===== src/rtl/ualign_pkg.sv =====
package ualign_pkg;

    localparam int BYTE_W = 8;

    typedef enum logic [1:0] {
        ST_IDLE   = 2'd0,
        ST_SECOND = 2'd1,
        ST_LAST   = 2'd2
    } seq_state_e;

    // Bit position (from the MSB end) of a byte lane in a big-endian word.
    function automatic int lane_lsb(input int lane, input int lanes);
        return (lanes - 1 - lane) * BYTE_W;
    endfunction

endpackage


===== src/rtl/ualign_addr_split.sv =====
module ualign_addr_split
    import ualign_pkg::*;
#(
    parameter int ADDR_W = 12,
    parameter int BYTES  = 4,
    localparam int OFF_W  = $clog2(BYTES),
    localparam int WADDR_W = ADDR_W - OFF_W
) (
    input  logic [ADDR_W-1:0]  byte_addr,
    output logic [WADDR_W-1:0] word_lo,
    output logic [WADDR_W-1:0] word_hi,
    output logic [OFF_W-1:0]   offset,
    output logic               split
);
    assign word_lo = byte_addr[ADDR_W-1:OFF_W];
    // Natural modulo wrap: the word after the last one is word 0.
    assign word_hi = word_lo + {{(WADDR_W-1){1'b0}}, 1'b1};
    assign offset  = byte_addr[OFF_W-1:0];
    assign split   = |byte_addr[OFF_W-1:0];
endmodule


===== src/rtl/ualign_seq.sv =====
module ualign_seq
    import ualign_pkg::*;
#(
    parameter int WADDR_W = 10,
    parameter int OFF_W   = 2
) (
    input  logic               clk,
    input  logic               rst,
    input  logic               req_valid,
    input  logic [WADDR_W-1:0] word_lo,
    input  logic [WADDR_W-1:0] word_hi,
    input  logic [OFF_W-1:0]   offset,
    input  logic               split,
    output logic               req_ready,
    output logic               mem_rd_en,
    output logic [WADDR_W-1:0] mem_addr,
    output logic               capture_first,
    output logic               finish,
    output logic               split_q,
    output logic [OFF_W-1:0]   offset_q
);
    seq_state_e         state_q, state_d;
    logic [WADDR_W-1:0] word_hi_q;
    logic               accept;

    assign accept = req_valid && (state_q == ST_IDLE);

    always_comb begin
        state_d       = state_q;
        req_ready     = 1'b0;
        mem_rd_en     = 1'b0;
        mem_addr      = word_hi_q;
        capture_first = 1'b0;
        finish        = 1'b0;
        unique case (state_q)
            ST_IDLE: begin
                req_ready = 1'b1;
                mem_addr  = word_lo;
                if (req_valid) begin
                    mem_rd_en = 1'b1;
                    state_d   = split ? ST_SECOND : ST_LAST;
                end
            end
            ST_SECOND: begin
                mem_rd_en     = 1'b1;
                capture_first = 1'b1;
                state_d       = ST_LAST;
            end
            ST_LAST: begin
                finish  = 1'b1;
                state_d = ST_IDLE;
            end
            default: state_d = ST_IDLE;
        endcase
    end

    always_ff @(posedge clk) begin
        if (rst) begin
            state_q   <= ST_IDLE;
            word_hi_q <= '0;
            split_q   <= 1'b0;
            offset_q  <= '0;
        end else begin
            state_q <= state_d;
            if (accept) begin
                word_hi_q <= word_hi;
                split_q   <= split;
                offset_q  <= offset;
            end
        end
    end
endmodule


===== src/rtl/ualign_merge.sv =====
module ualign_merge
    import ualign_pkg::*;
#(
    parameter int BYTES = 4,
    localparam int OFF_W  = $clog2(BYTES),
    localparam int DATA_W = BYTES * BYTE_W
) (
    input  logic [DATA_W-1:0] first_word,
    input  logic [DATA_W-1:0] second_word,
    input  logic [OFF_W-1:0]  offset,
    output logic [DATA_W-1:0] merged
);
    logic [2*DATA_W-1:0] pair;
    assign pair = {first_word, second_word};

    // Result lane i is byte (offset + i) of the two-word big-endian stream.
    for (genvar lane = 0; lane < BYTES; lane++) begin : g_lane
        always_comb begin
            int src;
            src = int'(offset) + lane;
            merged[lane_lsb(lane, BYTES) +: BYTE_W] =
                pair[lane_lsb(src, 2*BYTES) +: BYTE_W];
        end
    end
endmodule


===== src/rtl/ualign_read_combiner.sv =====
module ualign_read_combiner
    import ualign_pkg::*;
#(
    parameter int ADDR_W = 12,
    parameter int BYTES  = 4,
    localparam int OFF_W   = $clog2(BYTES),
    localparam int WADDR_W = ADDR_W - OFF_W,
    localparam int DATA_W  = BYTES * BYTE_W
) (
    input  logic               clk,
    input  logic               rst,
    input  logic               req_valid,
    input  logic [ADDR_W-1:0]  req_addr,
    output logic               req_ready,
    output logic               rsp_valid,
    output logic [DATA_W-1:0]  rsp_data,
    output logic               mem_rd_en,
    output logic [WADDR_W-1:0] mem_addr,
    input  logic [DATA_W-1:0]  mem_rdata
);
    logic [WADDR_W-1:0] word_lo, word_hi;
    logic [OFF_W-1:0]   offset, offset_q;
    logic               split, split_q;
    logic               capture_first, finish;
    logic [DATA_W-1:0]  first_q, merged, first_sel;
    logic [OFF_W-1:0]   off_sel;

    ualign_addr_split #(.ADDR_W(ADDR_W), .BYTES(BYTES)) u_split (
        .byte_addr (req_addr),
        .word_lo   (word_lo),
        .word_hi   (word_hi),
        .offset    (offset),
        .split     (split)
    );

    ualign_seq #(.WADDR_W(WADDR_W), .OFF_W(OFF_W)) u_seq (
        .clk           (clk),
        .rst           (rst),
        .req_valid     (req_valid),
        .word_lo       (word_lo),
        .word_hi       (word_hi),
        .offset        (offset),
        .split         (split),
        .req_ready     (req_ready),
        .mem_rd_en     (mem_rd_en),
        .mem_addr      (mem_addr),
        .capture_first (capture_first),
        .finish        (finish),
        .split_q       (split_q),
        .offset_q      (offset_q)
    );

    // Aligned: the single returned word passes straight through.
    assign first_sel = split_q ? first_q  : mem_rdata;
    assign off_sel   = split_q ? offset_q : '0;

    ualign_merge #(.BYTES(BYTES)) u_merge (
        .first_word  (first_sel),
        .second_word (mem_rdata),
        .offset      (off_sel),
        .merged      (merged)
    );

    always_ff @(posedge clk) begin
        if (rst) begin
            first_q   <= '0;
            rsp_valid <= 1'b0;
            rsp_data  <= '0;
        end else begin
            if (capture_first) first_q <= mem_rdata;
            rsp_valid <= finish;
            if (finish) rsp_data <= merged;
        end
    end
endmodule


===== config.mk =====
export PLATFORM = sky130hd
export DESIGN_NAME = ualign_read_combiner
export DESIGN_NICKNAME = d
export VERILOG_FILES = /design/src/rtl/ualign_pkg.sv /design/src/rtl/ualign_addr_split.sv /design/src/rtl/ualign_seq.sv /design/src/rtl/ualign_merge.sv /design/src/rtl/ualign_read_combiner.sv
export SDC_FILE = /design/constraint.sdc
export NUM_CORES = 1
export LEC_CHECK = 0
export BUFFER_PORTS_ARGS = -buffer_cell sky130_fd_sc_hd__buf_4
export CORE_MARGIN = 5
export CORE_UTILIZATION = 55
export CTS_CLUSTER_SIZE = 8
export DETAILED_ROUTE_END_ITERATION = 7
export GPL_TIMING_DRIVEN = 0
export PLACE_DENSITY = 0.8
export SLEW_MARGIN = 15
export SYNTH_ARGS = -nofsm -noshare
export SYNTH_HDL_FRONTEND = slang
export SYNTH_SLANG_ARGS = --single-unit

===== constraint.sdc =====
create_clock -name clk -period 4.8 [get_ports clk]
set_input_delay 0.96 -clock clk [delete_from_list [all_inputs] [get_ports clk]]
set_output_delay 0.96 -clock clk [all_outputs]
set_load 0.005 [all_outputs]

==> results_dict.tcl, run 1 <==
set metrics [dict create \
    cp.required_ns 5.06 \
    path_cells "buf_2 > buf_2 > buf_2 > nand2_1 > inv_1 > ha_1 > buf_2 > buf_4 > mux4_2 > mux2i_1 > o21ai_1" \
    maxClockFrequency_mhz 301 \
    ant_nets 0 \
    cts_resized 0 \
    intPower_uw 1190 \
    final_cell_mix "buf_4, nand2_1, dfxtp_1" \
    powerDensity_nw_per_um2 290 \
    synthCells 481 \
    hold_start "rsp_data[17]" \
    relSlewSlack_pct 48.7 \
    crit_top_cell "buf_2" \
    met2_length_mm 6.84 \
    clock_path_buffers 2 \
    synth_area_leader_cell "dfxtp_1" \
    slowest_stage "buf_2" \
    cts_hold_buf 0 \
    start_util_pct 57.0 \
    via_count 4344 \
    timing.setup.tns_ns 0 \
    dr.pass1.iters 4 \
    syn_area_um2 4730 \
    drv_slew 0 \
    critPathCaptureType "flip-flop" \
    max_cap_violations 0 \
    insertion_delay_ns 0.37 \
    critPathMaxFanout 10 \
    grt_usage_pct 27.8 \
    holdPathStages 2 \
    synth_edf_count 0 \
    pwr-share-seq_pct 43.1 \
    ys_types 32 \
    netlist_top_cells_area "dfxtp_1, mux4_2, mux2i_1, nand2_1, a211oi_1" \
    outcome "finished clean" \
    dp_slack_ns 1.57 \
    p_sw_share_pct 29.1 \
    finalSetupViolations 0 \
    worstSetupStartpointType "flip-flop" \
    postCtsSetupBuffers 0 \
    reg2reg_slack_ns 1.48 \
    drive_above_1_share_pct 32.8 \
    place.gp.congestion 0.940 \
    dp_hpwl_mm 10.6 \
    ios 92 \
    path_clk_slew_ns 0.09 \
    viasPerCell 6.27 \
    ff2ff_path_depth 11 \
    rsz0062_at_grt "false" \
    worstSetupPathType "reg2reg" \
    gr-total-overflow 0 \
    finalCriticalPeriod_ns 3.32 \
    fin_crit_sh_pct 69.2 \
    top_layer "met4" \
    wl_per_cell_um 20.8 \
    fp.dieW_um 103 \
    avgSynthCellArea_um2 9.84 \
    die_area_um2 10600 \
    drcViolationCount 0 \
    nets 633 \
    grt_pass1_wl_mm 22.1 \
    p_clk_share_pct 34.5 \
    ys.flop_type "dfxtp_1" \
    regToRegStartpoint "u_seq.split_q" \
    vdd_drop_max_uv 159 \
    grt_max_degree 15 \
    seq_area_frac_synth_pct 33.8 \
    core_um2 8300 \
    cts_buffers 9 \
    skew_ns 0.0116 \
    cpPeakStageDelay_ns 0.39 \
    syn_to_final_growth_pct 22.1 \
    path_buf_inv 6 \
    p_sw_uw 487 \
    synth_nets 531 \
    cp.arrival_ns 3.58 \
    path_delay_family "buffers and inverters" \
    die_h_um 103 \
    port_buffers 91 \
    min_to "rsp_data[17]" \
    dr_wl_met3_mm 1.38 \
    numClockSinks 80 \
    wirelength_mm 14.4 \
    ys.warnings.count 0 \
    combPwrFrac_pct 22.4 \
    fin_ws_ns 1.48 \
    yosys_register_bits 80 \
    layout_commonest_cell "buf_4" \
    antenna_found_initial 0 \
    diodes 0 \
    cts_tree "done" \
    met1_length_mm 5.37 \
    h-tree-depth 3 \
    clock-root-buffer "clkbuf_8" \
    fill_cells 623 \
    synthArstFlopShare_pct 0 \
    hold_viol 0 \
    drt-initial-drc-count 355 \
    leakage_uw 0.00217 \
    hold_class "reg2reg" \
    worst_pin_slew_ns 0.769 \
    yosys.area.top_type_share_pct 33.8 \
    grt_pass1_vias 4267 \
    rows 33 \
    r2r_end "rsp_data[1]" \
]
==> cell type report <==
cell class | instances | area (um^2) | share of cell area [%]
buffer | 42 | 208 | 3.60
sequential | 80 | 1600 | 27.7
multi-input combinational | 356 | 2910 | 50.4
tap | 105 | 131 | 2.27
clock buffer | 10 | 138 | 2.38
timing repair buffer | 91 | 683 | 11.8
inverter | 3 | 11.3 | 0.195
clock inverter | 6 | 91.3 | 1.58
==> synth_stat cells, drive strengths merged, types with 3 or more instances <==
library cell / instances
dfxtp: 80
mux2: 24
a21oi: 35
o21ai: 17
ha: 3
mux2i: 40
nand2b: 4
o31ai: 4
xnor2: 5
and3: 3
clkbuf: 25
xor2: 3
inv: 3
nand2: 90
nor3: 8
a211oi: 28
nor2: 37
nand3: 4
buf: 17
mux4: 42
==> how the worst max path moves through the flow <==
stage	to	start	depth (start not counted)
finish	rsp_data[1]	u_seq.split_q	11
global route	rsp_data[4]	u_seq.split_q	11
CTS	rsp_data[1]	u_seq.split_q	11
detailed placement	rsp_data[1]	u_seq.split_q	11
global placement	rsp_data[1]	u_seq.split_q	11
floorplan	rsp_data[18]	u_seq.split_q	9
==> flip-flops by register name, summed over array words and instances (netlist names) <==
name / flops
first_q: 32
rsp_data: 32
u_seq.word_hi_q: 10
u_seq.offset_q: 2
u_seq.state_q: 2
rsp_valid: 1
u_seq.split_q: 1
==> cell families (layout without fill, tap and decap cells) <==
| kind of cell | Yosys count | in the layout | synth area share (%) |
|---|---|---|---|
| DFF | 80 | 80 | 33.8 |
| muxes | 106 | 106 | 34.8 |
| and+or+nand+nor | 151 | 151 | 13.0 |
| xor gates and xnor gates | 8 | 8 | 1.48 |
| adders and majority gates | 3 | 3 | 0.793 |
| buffers and inverters | 45 | 152 | 4.63 |
| AOI/OAI and AO/OA | 88 | 88 | 11.5 |
==> power by group through the flow <==
stage               logic, uW  registers [uW]  clock network [uW]
global placement          360             734                   0
floorplan                 221             731                   0
CTS                       371             721                 578
detailed placement        368             736                   0
global route              400             726                 601
finish                    375             722                 578
==> per-stage QoR <==
stage | utilization (%) | cells | hold WS (ns) | total power [uW] | instance area, um^2
after floorplan | - | 481 | 0.434 | 952 | 4730
after global placement | 66.8 | 677 | 0.439 | 1090 | 5550
after detailed placement | 66.8 | 677 | 0.445 | 1100 | 5550
after CTS | 69.6 | 693 | 0.456 | 1670 | 5780
after global routing | 69.6 | 693 | 0.472 | 1730 | 5780
final | 69.6 | 693 | 0.454 | 1670 | 5780
==> tightest hold or removal path, delay by kind of cell (launching register included) <==
kind | cells | cell delay (ns)
AOI/OAI and AO/OA | 1 | 0.05
DFF | 1 | 0.32
and+or+nand+nor | 1 | 0.05
==> per-layer routing <==
| layer | vias up | track usage [%] |
|---|---|---|
| met2 | 261 | 44.4 |
| met5 | - | 0 |
| met1 | 2074 | 34.8 |
| met4 | 0 | 18.0 |
| li1 | 1957 | - |
| met3 | 52 | 4.67 |
Power figures use the tool's default switching activity.
==> run 2, diff against run 1 <==
--- a/config.mk
+++ b/config.mk
@@ -7,11 +7,11 @@
 export LEC_CHECK = 0
 export BUFFER_PORTS_ARGS = -buffer_cell sky130_fd_sc_hd__buf_4
 export CORE_MARGIN = 5
-export CORE_UTILIZATION = 55
+export CORE_UTILIZATION = 50
 export CTS_CLUSTER_SIZE = 8
 export DETAILED_ROUTE_END_ITERATION = 7
 export GPL_TIMING_DRIVEN = 0
-export PLACE_DENSITY = 0.8
+export PLACE_DENSITY = 0.76
 export SLEW_MARGIN = 15
 export SYNTH_ARGS = -nofsm -noshare
 export SYNTH_HDL_FRONTEND = slang
==> constraint.sdc (replaced) <==
create_clock -name clk -period 2.81 [get_ports clk]
set_input_delay 0.562 -clock clk [delete_from_list [all_inputs] [get_ports clk]]
set_output_delay 0.562 -clock clk [all_outputs]
set_load 0.005 [all_outputs]
==> run 2 against run 1 <==
- via count down 1.1%
- worst setup slack worse by 1.4 ns
- critical path depth down 1
- combinational power up 72%
- sequential cell count unchanged
- core utilization down 6.8 points
- clock skew up 0.0015 ns
- clock power up 38%
- final area up 0.43%
- non-clock buffer count unchanged
- global-route usage down 2.5 points
- hold slack worse by 0.068 ns
- critical path type unchanged
- largest power group unchanged
==> results_dict.tcl, run 2 (synthesis gave the netlist of run 1 again) <==
set metrics [dict create \
    outcome "finished clean" \
    fp.dieW_um 107 \
    dr_wl_met3_mm 1.21 \
    final_cells 717 \
    crit_top_cell "buf_6" \
    place.gp.congestion 0.931 \
    diodes 0 \
    port_buffers 91 \
    ant_nets 0 \
    worstSetupPathType "reg2reg" \
    clock-root-buffer "clkbuf_8" \
    die_h_um 107 \
    die_area_um2 11500 \
    reg.largest.list "first_q (32), rsp_data (32), u_seq.word_hi_q (10)" \
    timing.setup.tns_ns 0 \
    via_count 4295 \
    skew_ns 0.0131 \
    cts_tree "done" \
    relSlewSlack_pct 52.3 \
    grt_usage_pct 25.3 \
    hold_class "in2reg" \
    viasPerCell 5.99 \
    path_cells "buf_6 > and2_4 > buf_6 > inv_2 > buf_2 > ha_1 > buf_6 > mux4_2 > mux2i_1 > o21ai_1" \
    cpPeakStageDelay_ns 0.51 \
    dp_cells 701 \
    insertion_delay_ns 0.37 \
    path_clk_slew_ns 0.10 \
    maxClockFrequency_mhz 370 \
    cts_resized 6 \
    finalCriticalPeriod_ns 2.71 \
    drt-initial-drc-count 335 \
    ios 92 \
    layout_commonest_cell "buf_4" \
    worstSetupStartpointType "flip-flop" \
    rows 35 \
    dr.pass1.iters 5 \
    drive_above_1_share_pct 33.3 \
    numClockSinks 80 \
    grt_pass1_vias 4280 \
    final_area_um2 5800 \
    nets 633 \
    wl_per_cell_um 19.5 \
    drv_slew 0 \
    gr-total-overflow 0 \
    grt_pass1_wl_mm 22.4 \
    clock_path_buffers 2 \
    leakage_uw 0.00217 \
    hold_viol 0 \
    cp.arrival_ns 2.95 \
    fill_cells 766 \
    syn_to_final_growth_pct 22.6 \
    wirelength_mm 14.0 \
    powerDensity_nw_per_um2 461 \
    dp_slack_ns -0.424 \
    drcViolationCount 0 \
    critPathCaptureType "flip-flop" \
    h-tree-depth 3 \
    antenna_found_initial 0 \
    cts_buffers 9 \
    p_total_uw 2670 \
    cts_hold_buf 0 \
    fin_crit_sh_pct 96.3 \
    vdd_drop_max_uv 220 \
    final_cell_mix "buf_4, nand2_1, dfxtp_1" \
    postCtsSetupBuffers 0 \
    fin_ws_ns 0.104 \
    finalSetupViolations 0 \
    place_area_um2 5580 \
    core_um2 9240 \
    critPathMaxFanout 10 \
    max_cap_violations 0 \
    top_layer "met4" \
    worst_pin_slew_ns 0.715 \
    grt_max_degree 16 \
    reg2reg_slack_ns 0.10 \
    dp_hpwl_mm 10.4 \
    slowest_stage "mux4_2" \
    met2_length_mm 6.61 \
    cp.required_ns 3.06 \
    start_util_pct 51.2 \
    met1_length_mm 5.55 \
]
==> run 2: cell count changes in the layout (fill, tap and decap cells not counted), sizes merged <==
| cell | change |
|---|---|
| clkbuf | -1 |
| inv | +1 |
| bufinv | -2 |
| clkinv | +3 |
| clkinvlp | -1 |
==> run 2: final cells by class <==
type / instances / area (um^2) / area share, %
Buffer: 42 / 236 / 4.08
Clock buffer: 9 / 124 / 2.14
Clock inverter: 7 / 55.1 / 0.949
Inverter: 3 / 11.3 / 0.194
Multi-Input combinational cell: 356 / 2930 / 50.5
Sequential cell: 80 / 1600 / 27.6
Tap cell: 129 / 161 / 2.78
Timing Repair Buffer: 91 / 683 / 11.8
==> run 2: layer usage <==
metal	global-route usage, %	up-vias
met5	0	-
li1	-	1965
met1	32.5	2032
met4	12.6	0
met2	40.5	240
met3	5.04	58
==> run 2: where the power goes <==
group | switching [uW] | internal [uW]
clock network | 468 | 328
logic | 327 | 317
registers | 40.6 | 1190
total | 835 | 1840
==> run 2: through the flow <==
step                hold WS [ns]  utilization (%)
finish                     0.386             62.8
global route               0.386             62.8
CTS                        0.378             62.4
detailed placement         0.442             60.4
global placement           0.438             60.4
floorplan                  0.434                -
==> run 2: worst max-delay path: cells and delay by family, from the launching register on <==
| family | cells | cell delay, ns |
|---|---|---|
| AOI/OAI and AO/OA | 1 | 0.09 |
| buffers and inverters | 5 | 0.83 |
| and+or+nand+nor | 1 | 0.19 |
| adders and majority gates | 1 | 0.35 |
| DFF | 1 | 0.34 |
| muxes | 2 | 0.77 |
==> run 2: path summary, 6_finish.rpt <==
kind	start	end	cells past startpoint
setup / recovery	u_seq.offset_q[0]	rsp_data[21]	10
hold / removal	req_addr[2]	u_seq.word_hi_q[0]	2
setup reg to reg	u_seq.offset_q[0]	rsp_data[21]	10
hold reg to reg	rsp_data[7]	rsp_data[7]	2
==> run 3, diff against run 2 <==
--- a/config.mk
+++ b/config.mk
@@ -12,6 +12,7 @@
 export DETAILED_ROUTE_END_ITERATION = 7
 export GPL_TIMING_DRIVEN = 0
 export PLACE_DENSITY = 0.76
+export RECOVER_POWER = 25
 export SLEW_MARGIN = 15
 export SYNTH_ARGS = -nofsm -noshare
 export SYNTH_HDL_FRONTEND = slang
==> run 3 against run 2 <==
- sequential cell count unchanged
- via count about the same
- critical endpoint is now rsp_data[20]
- final cell count unchanged
- combinational power about the same
- non-clock buffer count unchanged
- die area unchanged
- global-route usage unchanged
==> results_dict.tcl, run 3 (synthesis gave the netlist of run 1 again) <==
set metrics [dict create \
    outcome "finished clean" \
    grt_pass1_wl_mm 22.4 \
    die_area_um2 11500 \
    critPathMaxFanout 10 \
    wirelength_mm 14.0 \
    rows 35 \
    maxClockFrequency_mhz 368 \
    syn_to_final_growth_pct 22.5 \
    final_cells 717 \
    final_area_um2 5800 \
    ios 92 \
    worst_pin_slew_ns 0.703 \
    antenna_found_initial 0 \
    max_cap_violations 0 \
    start_util_pct 51.2 \
    finalSetupViolations 0 \
    core_um2 9240 \
    hold_viol 0 \
    cts_tree "done" \
    drv_slew 0 \
    path_delay_family "buffers and inverters" \
    drt-initial-drc-count 358 \
    fill_cells 766 \
    reg.largest.list "first_q (32), rsp_data (32), u_seq.word_hi_q (10)" \
    die_h_um 107 \
    skew_ns 0.0130 \
    relSlewSlack_pct 53.2 \
    finalCriticalPeriod_ns 2.72 \
    worstSetupPathType "reg2reg" \
    gr-total-overflow 0 \
    place.gp.congestion 0.931 \
    place_area_um2 5580 \
    clock-root-buffer "clkbuf_8" \
    layout_commonest_cell "nand2_1" \
    slowest_stage "ha_1" \
    fin_crit_sh_pct 96.7 \
    insertion_delay_ns 0.37 \
    clock_path_buffers 2 \
    viasPerCell 5.99 \
    nets 633 \
    grt_usage_pct 25.3 \
    p_total_uw 2670 \
    cp.required_ns 3.05 \
    diodes 0 \
    dr.pass1.iters 5 \
    via_count 4296 \
    critPathCaptureType "flip-flop" \
    drive_above_1_share_pct 33.2 \
    powerDensity_nw_per_um2 461 \
    wl_per_cell_um 19.5 \
    cts_buffers 9 \
    ant_nets 0 \
    path_buf_inv 5 \
    cpPeakStageDelay_ns 0.36 \
    h-tree-depth 3 \
    dp_hpwl_mm 10.4 \
    vdd_drop_max_uv 220 \
    final_cell_mix "nand2_1, dfxtp_1, buf_4" \
    worstSetupStartpointType "flip-flop" \
    grt_max_degree 16 \
    drcViolationCount 0 \
    dp_cells 701 \
    seq_area_um2 1600 \
    numClockSinks 80 \
    multi_input_area_um2 2930 \
    path_clk_slew_ns 0.10 \
    leakage_uw 0.00215 \
    port_buffers 91 \
    hold_class "in2reg" \
    cts_hold_buf 0 \
    path_cells "buf_6 > and2_4 > buf_6 > inv_2 > buf_2 > ha_1 > buf_2 > mux4_2 > mux2i_1 > o21ai_1" \
    grt_pass1_vias 4280 \
    cp.arrival_ns 2.96 \
    fp.dieW_um 107 \
]
[run 3: final timing paths]
| check | end | cells after the start | slack, ns | start |
|---|---|---|---|---|
| worst max-delay path | rsp_data[20] | 10 | 0.09 | u_seq.offset_q[0] |
| worst min-delay path | u_seq.word_hi_q[0] | 2 | 0.39 | req_addr[2] |
| worst max register to register | rsp_data[20] | 10 | 0.09 | u_seq.offset_q[0] |
| worst min register to register | rsp_data[7] | 2 | 0.45 | rsp_data[7] |
[run 3: final cells by class]
type | count | share of cell area [%]
Sequential cell | 80 | 27.6
Buffer | 42 | 4.08
Timing Repair Buffer | 91 | 11.7
Tap cell | 129 | 2.78
Clock inverter | 7 | 0.950
Clock buffer | 9 | 2.14
Multi-Input combinational cell | 356 | 50.5
Inverter | 3 | 0.194
[run 3: where the power goes]
part | switching (uW) | internal (uW) | total [uW] | leakage [uW]
combinational | 327 | 315 | 641 | 0.00141
clock | 472 | 328 | 801 | 0.0000862
sequential | 40.2 | 1190 | 1230 | 0.000652
total | 839 | 1840 | 2670 | 0.00215
[run 3: timing repair]
| action | 4_1_cts | 5_1_grt |
|---|---|---|
| hold endpoints to repair | 0 | 0 |
| gates resized for setup | 6 | 9 |
| buffers inserted | 0 | 0 |
| endpoints found under the setup margin | 16 | 11 |
[run 3: metal layers]
| layer | vias to the layer above | track usage [%] | wire length (um) |
|---|---|---|---|
| li1 | 1968 | - | - |
| met1 | 2017 | 32.5 | 5480 |
| met2 | 258 | 40.5 | 6570 |
| met3 | 53 | 5.04 | 1260 |
| met4 | 0 | 12.6 | 697 |
| met5 | - | 0 | 0 |
[run 3: metrics by stage]
step	setup TNS [ns]	hold slack, ns	setup WS [ns]	util, %
after global placement	-3.85	0.438	-0.310	60.4
after CTS	0	0.378	0.0206	62.4
after floorplan	0	0.434	0.264	-
after global routing	-0.0318	0.386	-0.0154	62.7
final	0	0.387	0.0921	62.7
after detailed placement	-5.32	0.442	-0.424	60.4
